==> config.mk <==
export PLATFORM = sky130hd
export DESIGN_NAME = mono_color_expander
export DESIGN_NICKNAME = d
export VERILOG_FILES = /design/src/rtl/mce_pkg.sv /design/src/rtl/mce_depth_cfg.sv /design/src/rtl/mce_bit_replicate.sv /design/src/rtl/mce_line_seq.sv /design/src/rtl/mono_color_expander.sv
export SDC_FILE = /design/constraint.sdc
export NUM_CORES = 1
export LEC_CHECK = 0
export BUFFER_PORTS_ARGS = -buffer_cell sky130_fd_sc_hd__buf_2
export CAP_MARGIN = 20
export CORE_ASPECT_RATIO = 0.75
export CORE_UTILIZATION = 50
export CTS_CLUSTER_SIZE = 14
export DETAILED_ROUTE_END_ITERATION = 10
export GPL_ROUTABILITY_DRIVEN = 0
export PLACE_DENSITY = 0.82
export REMOVE_ABC_BUFFERS = 1
export SYNTH_ARGS = -nofsm -noshare
export SYNTH_HDL_FRONTEND = slang
export SYNTH_HIERARCHICAL = 1
export SYNTH_SLANG_ARGS = --single-unit
export TNS_END_PERCENT = 10
==> constraint.sdc <==
create_clock -name clk -period 2 [get_ports clk]
set_input_delay 0.1 -clock clk [delete_from_list [all_inputs] [get_ports clk]]
set_output_delay 0.1 -clock clk [all_outputs]
set_load 0.01 [all_outputs]
==> src/rtl/mce_pkg.sv <==
package mce_pkg;
   localparam int MAX_BYTES = 4;
   localparam int MASK_BITS = 8 * MAX_BYTES;

   // depth code = bytes per pixel minus one
   typedef enum logic [1:0] {
      DEP_1B = 2'd0,
      DEP_2B = 2'd1,
      DEP_3B = 2'd2,
      DEP_4B = 2'd3
   } depth_e;

   typedef struct packed {
      logic   ok;
      depth_e code;
   } bpp_dec_t;

   function automatic bpp_dec_t decode_bpp(input logic [5:0] bpp);
      bpp_dec_t r;
      r.ok = 1'b1;
      unique case (bpp)
         6'd8:          r.code = DEP_1B;
         6'd15, 6'd16:  r.code = DEP_2B;
         6'd24:         r.code = DEP_3B;
         6'd32:         r.code = DEP_4B;
         default: begin
            r.ok   = 1'b0;
            r.code = DEP_1B;
         end
      endcase
      return r;
   endfunction
endpackage

==> src/rtl/mce_depth_cfg.sv <==
module mce_depth_cfg
   import mce_pkg::*;
(
   input  logic       clk,
   input  logic       rst,
   input  logic       cfg_we,
   input  logic [5:0] cfg_bpp,
   input  logic       line_busy,
   output depth_e     depth,
   output logic       reject
);
   bpp_dec_t dec;
   assign dec = decode_bpp(cfg_bpp);

   always_ff @(posedge clk) begin
      if (rst) begin
         depth  <= DEP_1B;
         reject <= 1'b0;
      end else begin
         reject <= cfg_we && (line_busy || !dec.ok);
         if (cfg_we && !line_busy && dec.ok)
            depth <= dec.code;
      end
   end
endmodule

==> src/rtl/mce_bit_replicate.sv <==
module mce_bit_replicate
   import mce_pkg::*;
(
   input  logic [7:0]           bits,
   input  depth_e               depth,
   output logic [MASK_BITS-1:0] mask
);
   logic [MASK_BITS-1:0] cand [MAX_BYTES];

   for (genvar d = 0; d < MAX_BYTES; d++) begin : g_dep
      localparam int B = d + 1;
      logic [MASK_BITS-1:0] w;
      for (genvar j = 0; j < 8; j++) begin : g_bit
         assign w[j*B +: B] = {B{bits[j]}};
      end
      if (8 * B < MASK_BITS) begin : g_pad
         assign w[MASK_BITS-1:8*B] = '0;
      end
      assign cand[d] = w;
   end

   assign mask = cand[depth];
endmodule

==> src/rtl/mce_line_seq.sv <==
module mce_line_seq
   import mce_pkg::*;
#(
   parameter int WIDTH_W   = 12,
   parameter int WORD_BITS = 32
) (
   input  logic               clk,
   input  logic               rst,
   input  logic               line_start,
   input  logic [WIDTH_W-1:0] line_width,
   input  depth_e             depth,
   input  logic               in_valid,
   input  logic [7:0]         in_data,
   output logic               in_ready,
   input  logic               out_ready,
   output logic               out_valid,
   output logic               out_last,
   output logic [7:0]         held_byte,
   output logic [1:0]         sub_idx,
   output logic               busy
);
   localparam int WORD_BYTES = WORD_BITS / 8;
   localparam int CNT_W      = WIDTH_W + 1;
   localparam int WSH        = $clog2(WORD_BITS);
   localparam int BSH        = $clog2(WORD_BYTES);

   logic [CNT_W-1:0] padded, line_bytes, in_left_q;
   logic             busy_q, hold_q, final_q;
   logic [7:0]       byte_q;
   logic [1:0]       sub_q;
   logic             sub_last, emit, drain, take;

   assign padded     = {1'b0, line_width} + CNT_W'(WORD_BITS - 1);
   assign line_bytes = (padded >> WSH) << BSH;

   assign sub_last = (sub_q == 2'(depth));
   assign emit     = hold_q && out_ready;
   assign drain    = emit && sub_last;
   assign in_ready = busy_q && (in_left_q != '0) && (!hold_q || drain);
   assign take     = in_valid && in_ready;

   always_ff @(posedge clk) begin
      if (rst) begin
         busy_q    <= 1'b0;
         hold_q    <= 1'b0;
         final_q   <= 1'b0;
         in_left_q <= '0;
         sub_q     <= '0;
         byte_q    <= '0;
      end else begin
         if (!busy_q && line_start && line_bytes != '0) begin
            busy_q    <= 1'b1;
            in_left_q <= line_bytes;
         end
         if (take) begin
            byte_q    <= in_data;
            hold_q    <= 1'b1;
            sub_q     <= '0;
            final_q   <= (in_left_q == CNT_W'(1));
            in_left_q <= in_left_q - CNT_W'(1);
         end else if (emit) begin
            if (sub_last) begin
               hold_q <= 1'b0;
               if (final_q) begin
                  busy_q  <= 1'b0;
                  final_q <= 1'b0;
               end
            end else begin
               sub_q <= sub_q + 2'd1;
            end
         end
      end
   end

   assign out_valid = hold_q;
   assign out_last  = hold_q && sub_last && final_q;
   assign held_byte = byte_q;
   assign sub_idx   = sub_q;
   assign busy      = busy_q;
endmodule

==> src/rtl/mono_color_expander.sv <==
module mono_color_expander
   import mce_pkg::*;
#(
   parameter int WIDTH_W   = 12,
   parameter int WORD_BITS = 32
) (
   input  logic               clk,
   input  logic               rst,
   input  logic               cfg_we,
   input  logic [5:0]         cfg_bpp,
   output logic               cfg_reject,
   input  logic               line_start,
   input  logic [WIDTH_W-1:0] line_width,
   output logic               busy,
   input  logic               in_valid,
   input  logic [7:0]         in_data,
   output logic               in_ready,
   output logic               out_valid,
   output logic [7:0]         out_data,
   output logic               out_last,
   input  logic               out_ready
);
   if (WORD_BITS < 8 || (WORD_BITS & (WORD_BITS - 1)) != 0) begin : g_bad_word
      $error("WORD_BITS must be a power of two of at least 8");
   end
   if (WIDTH_W < 2 || WIDTH_W > 24) begin : g_bad_width
      $error("WIDTH_W out of range");
   end

   depth_e               depth;
   logic [7:0]           held_byte;
   logic [1:0]           sub_idx;
   logic [MASK_BITS-1:0] mask;

   mce_depth_cfg u_cfg (
      .clk(clk), .rst(rst), .cfg_we(cfg_we), .cfg_bpp(cfg_bpp),
      .line_busy(busy), .depth(depth), .reject(cfg_reject)
   );

   mce_line_seq #(.WIDTH_W(WIDTH_W), .WORD_BITS(WORD_BITS)) u_seq (
      .clk(clk), .rst(rst), .line_start(line_start), .line_width(line_width),
      .depth(depth), .in_valid(in_valid), .in_data(in_data), .in_ready(in_ready),
      .out_ready(out_ready), .out_valid(out_valid), .out_last(out_last),
      .held_byte(held_byte), .sub_idx(sub_idx), .busy(busy)
   );

   mce_bit_replicate u_rep (
      .bits(held_byte), .depth(depth), .mask(mask)
   );

   assign out_data = mask[8*sub_idx +: 8];
endmodule

# Word-level counts from Yosys, hierarchy flattened
# Cells that the tools add are included.
[classes]
add_sub_neg = 3
n_lt_le_gt_ge = 1
n_eq_ne = 7
shift = 1
n_mux = 16
n_bitwise = 2
reduce_logical = 27
[ops]
columns = ["op", "n"]
rows = [
  ["binary-select mux 32 bit (select 2 bit)", 1],
  ["two-way mux 32 bit", 2],
  ["indexed part select 32 x 6 -> 8 bit", 1],
  ["two-way mux 13 bit", 2],
  ["nonzero test 13 bit", 2],
  ["adder 12 x 5 -> 13 bit (second input constant)", 1],
  ["== test 13 x 1 -> 1 bit (second input constant)", 1],
  ["subtractor 13 x 1 -> 13 bit (second input constant)", 1],
  ["== test 6 x 4 -> 1 bit (second input constant)", 2],
  ["== test 6 x 5 -> 1 bit (second input constant)", 2],
  ["logical AND 1 bit", 12],
  ["two-way mux 1 bit", 10],
  ["== test 6 bit (second input constant)", 1],
  ["case mux 2 bit (3 select lines)", 1],
  ["nonzero test 2 bit", 3],
  ["OR reduction 5 bit", 1],
  ["AND reduction 2 bit", 2],
  ["OR reduction 2 bit", 2],
  ["greater-or-equal comparator 3 bit (second input constant)", 1],
  ["logical NOT 1 bit", 3],
  ["NOT 2 -> 3 bit", 1],
  ["adder 2 x 1 -> 2 bit (second input constant)", 1],
  ["== test 2 bit", 1],
  ["logical OR 1 bit", 2],
  ["NOT 1 bit", 1],
]
[word_totals]
regBits = 29
inputBits = 32

# Longest topological paths before layout
[logic_depth]
word_depth = 8
mapped_depth = 10
depth_no_buf = 7

# Modules after synthesis
# Netlist, hierarchy kept.
[by_module_without_submodules]
columns = ["module", "instances", "cells_each", "area_per_inst_um2", "seq_area_each_um2"]
rows = [
  ["mce_line_seq", 1, 186, 1487.7, 520.5],
  ["mce_bit_replicate", 1, 57, 416.6, 0.0],
  ["mce_depth_cfg", 1, 23, 232.7, 60.1],
  ["mono_color_expander", 1, 10, 196.4, 0.0],
]

# Least setup slack after synthesis
# OpenSTA, ideal clock, no wires.
[synth_timing]
path_kind = "register to register"
from = "register u_seq.in_left_q[0]"
to = "register u_seq.in_left_q[4]"
setup_time_ns = 0.133
t_arrival_ns = 2.026
slack_ns = -0.159
path_stages_with_launch = 10
cell_sequence = "dfxtp_1 -> inv_1 -> ha_1 -> or3b_2 -> buf_2 -> nor4_4 -> nor3_1 -> clkbuf_1 -> a32oi_1 -> a31oi_1"
[synth_via]
elab_chain_len = 5
[synth_lines]
columns = ["item", "line", "source"]
rows = [
  ["from (decl)", "mce_line_seq.sv:27", "logic [CNT_W-1:0] padded, line_bytes, in_left_q;"],
  ["from (signal assigned)", "mce_line_seq.sv:53", "in_left_q <= line_bytes;"],
  ["from (signal assigned)", "mce_line_seq.sv:60", "in_left_q <= in_left_q - CNT_W'(1);"],
  ["parallel branches: the longest is 5 deep, another holds subtractor 13 x 1 -> 13 bit", "--", ""],
]
# Several ways; the timed one is not identified.
# A chain may end at the register's enable or synchronous reset.

# Worst setup path in the final report
[layout_timing]
from = "register u_seq.in_left_q[5]"
to = "register u_seq.in_left_q[3]"
[layout_via]
elab_chain_len = 5
[layout_lines]
columns = ["item", "line", "source"]
rows = [
  ["nonzero test 13 bit (*)", "mce_line_seq.sv:39", "assign in_ready = busy_q && (in_left_q != '0) && (!hold_q || drain);"],
  ["logical AND 1 bit (*) (2 in series)", "mce_line_seq.sv:39", ""],
  ["logical AND 1 bit (*)", "mce_line_seq.sv:40", "assign take = in_valid && in_ready;"],
  ["two-way mux 13 bit or nonzero test 2 bit (tied branches)", "--", ""],
]
# Every way passes the cells marked *; elsewhere a longest branch is shown, timed or not.

==> impl_metrics.toml <==
[run_status]
status = "finished, violations left"
violations = "negative setup slack"

[grt]
grt_max_degree = 30
grt_pass1_wl_um = 9250
met2_usage_pct = 40.2
grt_pass1_vias = 2062
grtUsageTotal_pct = 24.5
antenna_found_initial = 0
met3_usage_pct = 5.63
top_usage_layer = "met2"
use_met1_pct = 31.7
global_route.overflow_total = 0

[critical_path]
timing.rr.end = "u_seq/in_left_q[3]"
crit_fanout = 5
start_kind = "flip-flop"
critPathArrivalTime_ns = 2.35
critPathCaptureType = "flip-flop"
worstPathRequired_ns = 2.20
rr_startpoint = "u_seq/in_left_q[5]"
reg2reg_depth = 7
worstSetupPathType = "flip-flop to flip-flop"
rrSetupSlack_ns = -0.15

[run]
cap_violations = 0

[routing]
vias = 2446
postRouteWirelength_um = 6590
drt_first_iter_violations = 264
vias_per_cell = 6.26
firstDrtPassIters = 5
ant_nets = 0
drc = 0
avgRoutedWirePerCell_um = 16.9

[power]
internal_power_mw = 1.20
vdd_drop_max_uv = 472
power.share.sequential_pct = 36.7
total_power_mw = 1.76
comb_power_share_pct = 35.8
p_leak_nw = 1.12
p_switching_mw = 0.566
clkPwrFrac_pct = 27.5
switching_share_pct = 32.1
power_density_mw_per_mm2 = 593

[timing]
fmax_mhz = 466
finalCritPeriodShare_pct = 107
slew-limit-headroom_pct = 59.3
max_slew.worst_pin.slew_ns = 0.609
finalHoldViolCount = 0
setup_viol = 25
maxSlewViolCount = 0
finClkSkew_ns = 0.00805
rsz0062_at_grt = "yes"
finalSetupTns_ns = -1.82
min_period_ns = 2.15
layout_setup_ws_ns = -0.147
hold_slack_ns = 0.0559

[cts]
clk_path_buf_depth = 2
cts_sinks = 29
cts_buffers = 5
clock_latency_ns = 0.28
path_clk_slew_ns = 0.06
cts_root_buffer = "clkbuf_8"
cts_tree = "built"
cts_max_level = 2
ctsHoldBuffers = 0

[die]
rows = 21
chipHeight_um = 61.2
ios = 45
fp.coreArea_sq_mm = 0.00447
die_w_um = 80.9
initial_core_util_pct = 52.2
die_area_sq_mm = 0.00495

[logic_synthesis]
ys.flop_type = "dfxtp_1"
netlist_area_sq_mm = 0.00233
synthAdderAreaFrac_pct = 1.07
synth_xor_area_share_pct = 4.50
synth-edff-count = 0
yosysTopAreaCellShare_pct = 24.9
synthDistinctLibCells = 56
async_flop_share_pct = 0
ys_ff_latch = 29
synth_simple_gate_area_share_pct = 29.7
yosysTopAreaCell = "dfxtp_1"
synth_compound_area_share_pct = 16.0
seq_area_frac_synth_pct = 24.9
syn_area_per_cell_sq_um = 8.45
synthMuxAreaShare_pct = 14.6
synth_top_family_by_area = "simple AND/OR/NAND/NOR gates"
yosysWarnings = 6
synthCells = 276
synth_area_leaders = "dfxtp_1 (25%), mux4_2 (7.7%), a21oi_1 (5.6%), mux2i_1 (5.6%), buf_4 (5.1%)"

[worst_hold_path]
worstHoldStart = "in_data[2]"
min_path_cells = 3
hold_path.class = "input port to flip-flop"
whs_endpoint = "u_seq/held_byte[2]"

[finish]
drive_gt1_share_pct = 41.3
area_delta_synth_final_pct = 27.5
fin_nets = 368
antenna_cells = 0

[place]
hpwl_um = 4340
io_buffers = 44
==> layout by cell type, fill, tap and decap left out, types with 3 or more instances in the layout <==
cell type and n:
a21oi_1 22, a21oi_2 5, a31oi_1 6, and3_1 3
buf_2 44, buf_4 23, buf_6 8, clkbuf_8 6
dfxtp_1 24, dfxtp_2 4, inv_1 4, mux2i_1 11
mux4_2 8, nand2_1 28, nand2b_1 9, nand3_1 8
nand3_2 4, nand3b_1 4, nor2_1 12, nor3_1 6
nor3b_1 5, nor4_1 3, o21ai_0 3, o21ai_1 5
o311ai_1 4, or3_1 5, xnor2_1 8
==> how the worst max path moves through the flow <==
stage	start	to	slack, ns	cells past startpoint
final	u_seq/in_left_q[5]	u_seq/in_left_q[3]	-0.15	7
after global routing	u_seq/in_left_q[5]	u_seq/in_left_q[3]	-0.21	7
after floorplan	u_cfg/depth[0]	u_seq/in_left_q[2]	-0.80	5
after global placement	u_seq/in_left_q[0]	u_seq/in_left_q[0]	-0.07	8
after detailed placement	u_seq/in_left_q[0]	u_seq/in_left_q[0]	-0.22	8
after CTS	u_seq/in_left_q[6]	u_seq/in_left_q[11]	-0.02	5
==> state kept, by name (all words and copies together), names as in the netlist <==
name	count
u_seq/in_left_q	13
u_seq/sub_idx	2
u_seq/final_q	1
u_seq/held_byte	8
u_seq/out_valid	1
u_cfg/depth	2
u_cfg/reject	1
u_seq/busy	1
==> per-layer routing <==
| layer | vias to the layer above | wire (um) | share of wire, % |
|---|---|---|---|
| met5 | - | 0 | 0 |
| met4 | 0 | 107 | 1.6 |
| met3 | 17 | 600 | 9.1 |
| met2 | 138 | 3170 | 48 |
| met1 | 1162 | 2710 | 41 |
| li1 | 1129 | - | - |
==> stage by stage <==
stage	worst slack (ns)	utilization [%]	cell area, sq um	instances
3_5_place_dp	-0.225	59.0	2640	376
5_1_grt	-0.214	66.6	2980	391
4_1_cts	-0.0232	62.8	2810	388
6_report	-0.147	66.6	2980	391
2_1_floorplan	-0.796	-	2140	248
3_3_place_gp	-0.0698	59.0	2640	376
==> layout make-up <==
cell class              instances  area (sq um)
flip-flops and latches         29           589
clock buffers                   7          86.3
well taps                      57          71.3
repair buffers                 78           548
multi-input cells             215          1660
inverters                       5          18.8
fillers                       342          1490
==> worst max-delay path, cell delays in order, from the launching register on <==
cell	delay, ns
dfxtp_2	0.32
or4_4	0.55
buf_6	0.14
nor4_4	0.34
or3_4	0.27
buf_6	0.14
o311ai_1	0.11
a21oi_1	0.20
==> what timing repair did <==
action                                  CTS  global route
resized for setup                        12            37
buffers inserted                          4             1
gates cloned                              1             2
pin swaps                                 9            22
endpoints found under the setup margin   32            32
==> cells by family after synthesis <==
logic type | Yosys count
buf+inv | 33
simple gates | 117
flops | 29
xor+xnor | 12
fa+ha+maj | 2
compound gates | 60
mux | 23
==> power groups by stage <==
stage	clock network (mW)	registers [mW]	logic [mW]
6_report	0.485	0.648	0.631
3_3_place_gp	0	0.653	0.492
3_5_place_dp	0	0.655	0.506
2_1_floorplan	0	0.662	0.271
5_1_grt	0.522	0.652	0.673
4_1_cts	0.489	0.644	0.555
==> synthesized netlist by cell type, types with 2 or more instances <==
library cell  number
a21oi_1           26
a22oi_1            2
a31oi_1            7
a32oi_1            2
and2_1             2
and3_1             3
buf_4             16
buf_6              4
clkbuf_1           6
dfxtp_1           29
ha_1               2
inv_1              4
mux2_4             2
mux2i_1           13
mux4_2             8
nand2_1           30
nand2b_1           9
nand3_1           12
nand3b_1           4
nand4_1            2
nor2_1            12
nor2b_1            3
nor3_1             8
nor3b_1            6
nor4_1             3
nor4_4             2
o211ai_1           2
o21ai_0            3
o21ai_1            5
o21ai_2            2
o311ai_0           4
or2_2              2
or3_1              6
or4_1              3
xnor2_1           10
xor2_1             2
No activity file was read; power rests on OpenSTA's default activity.
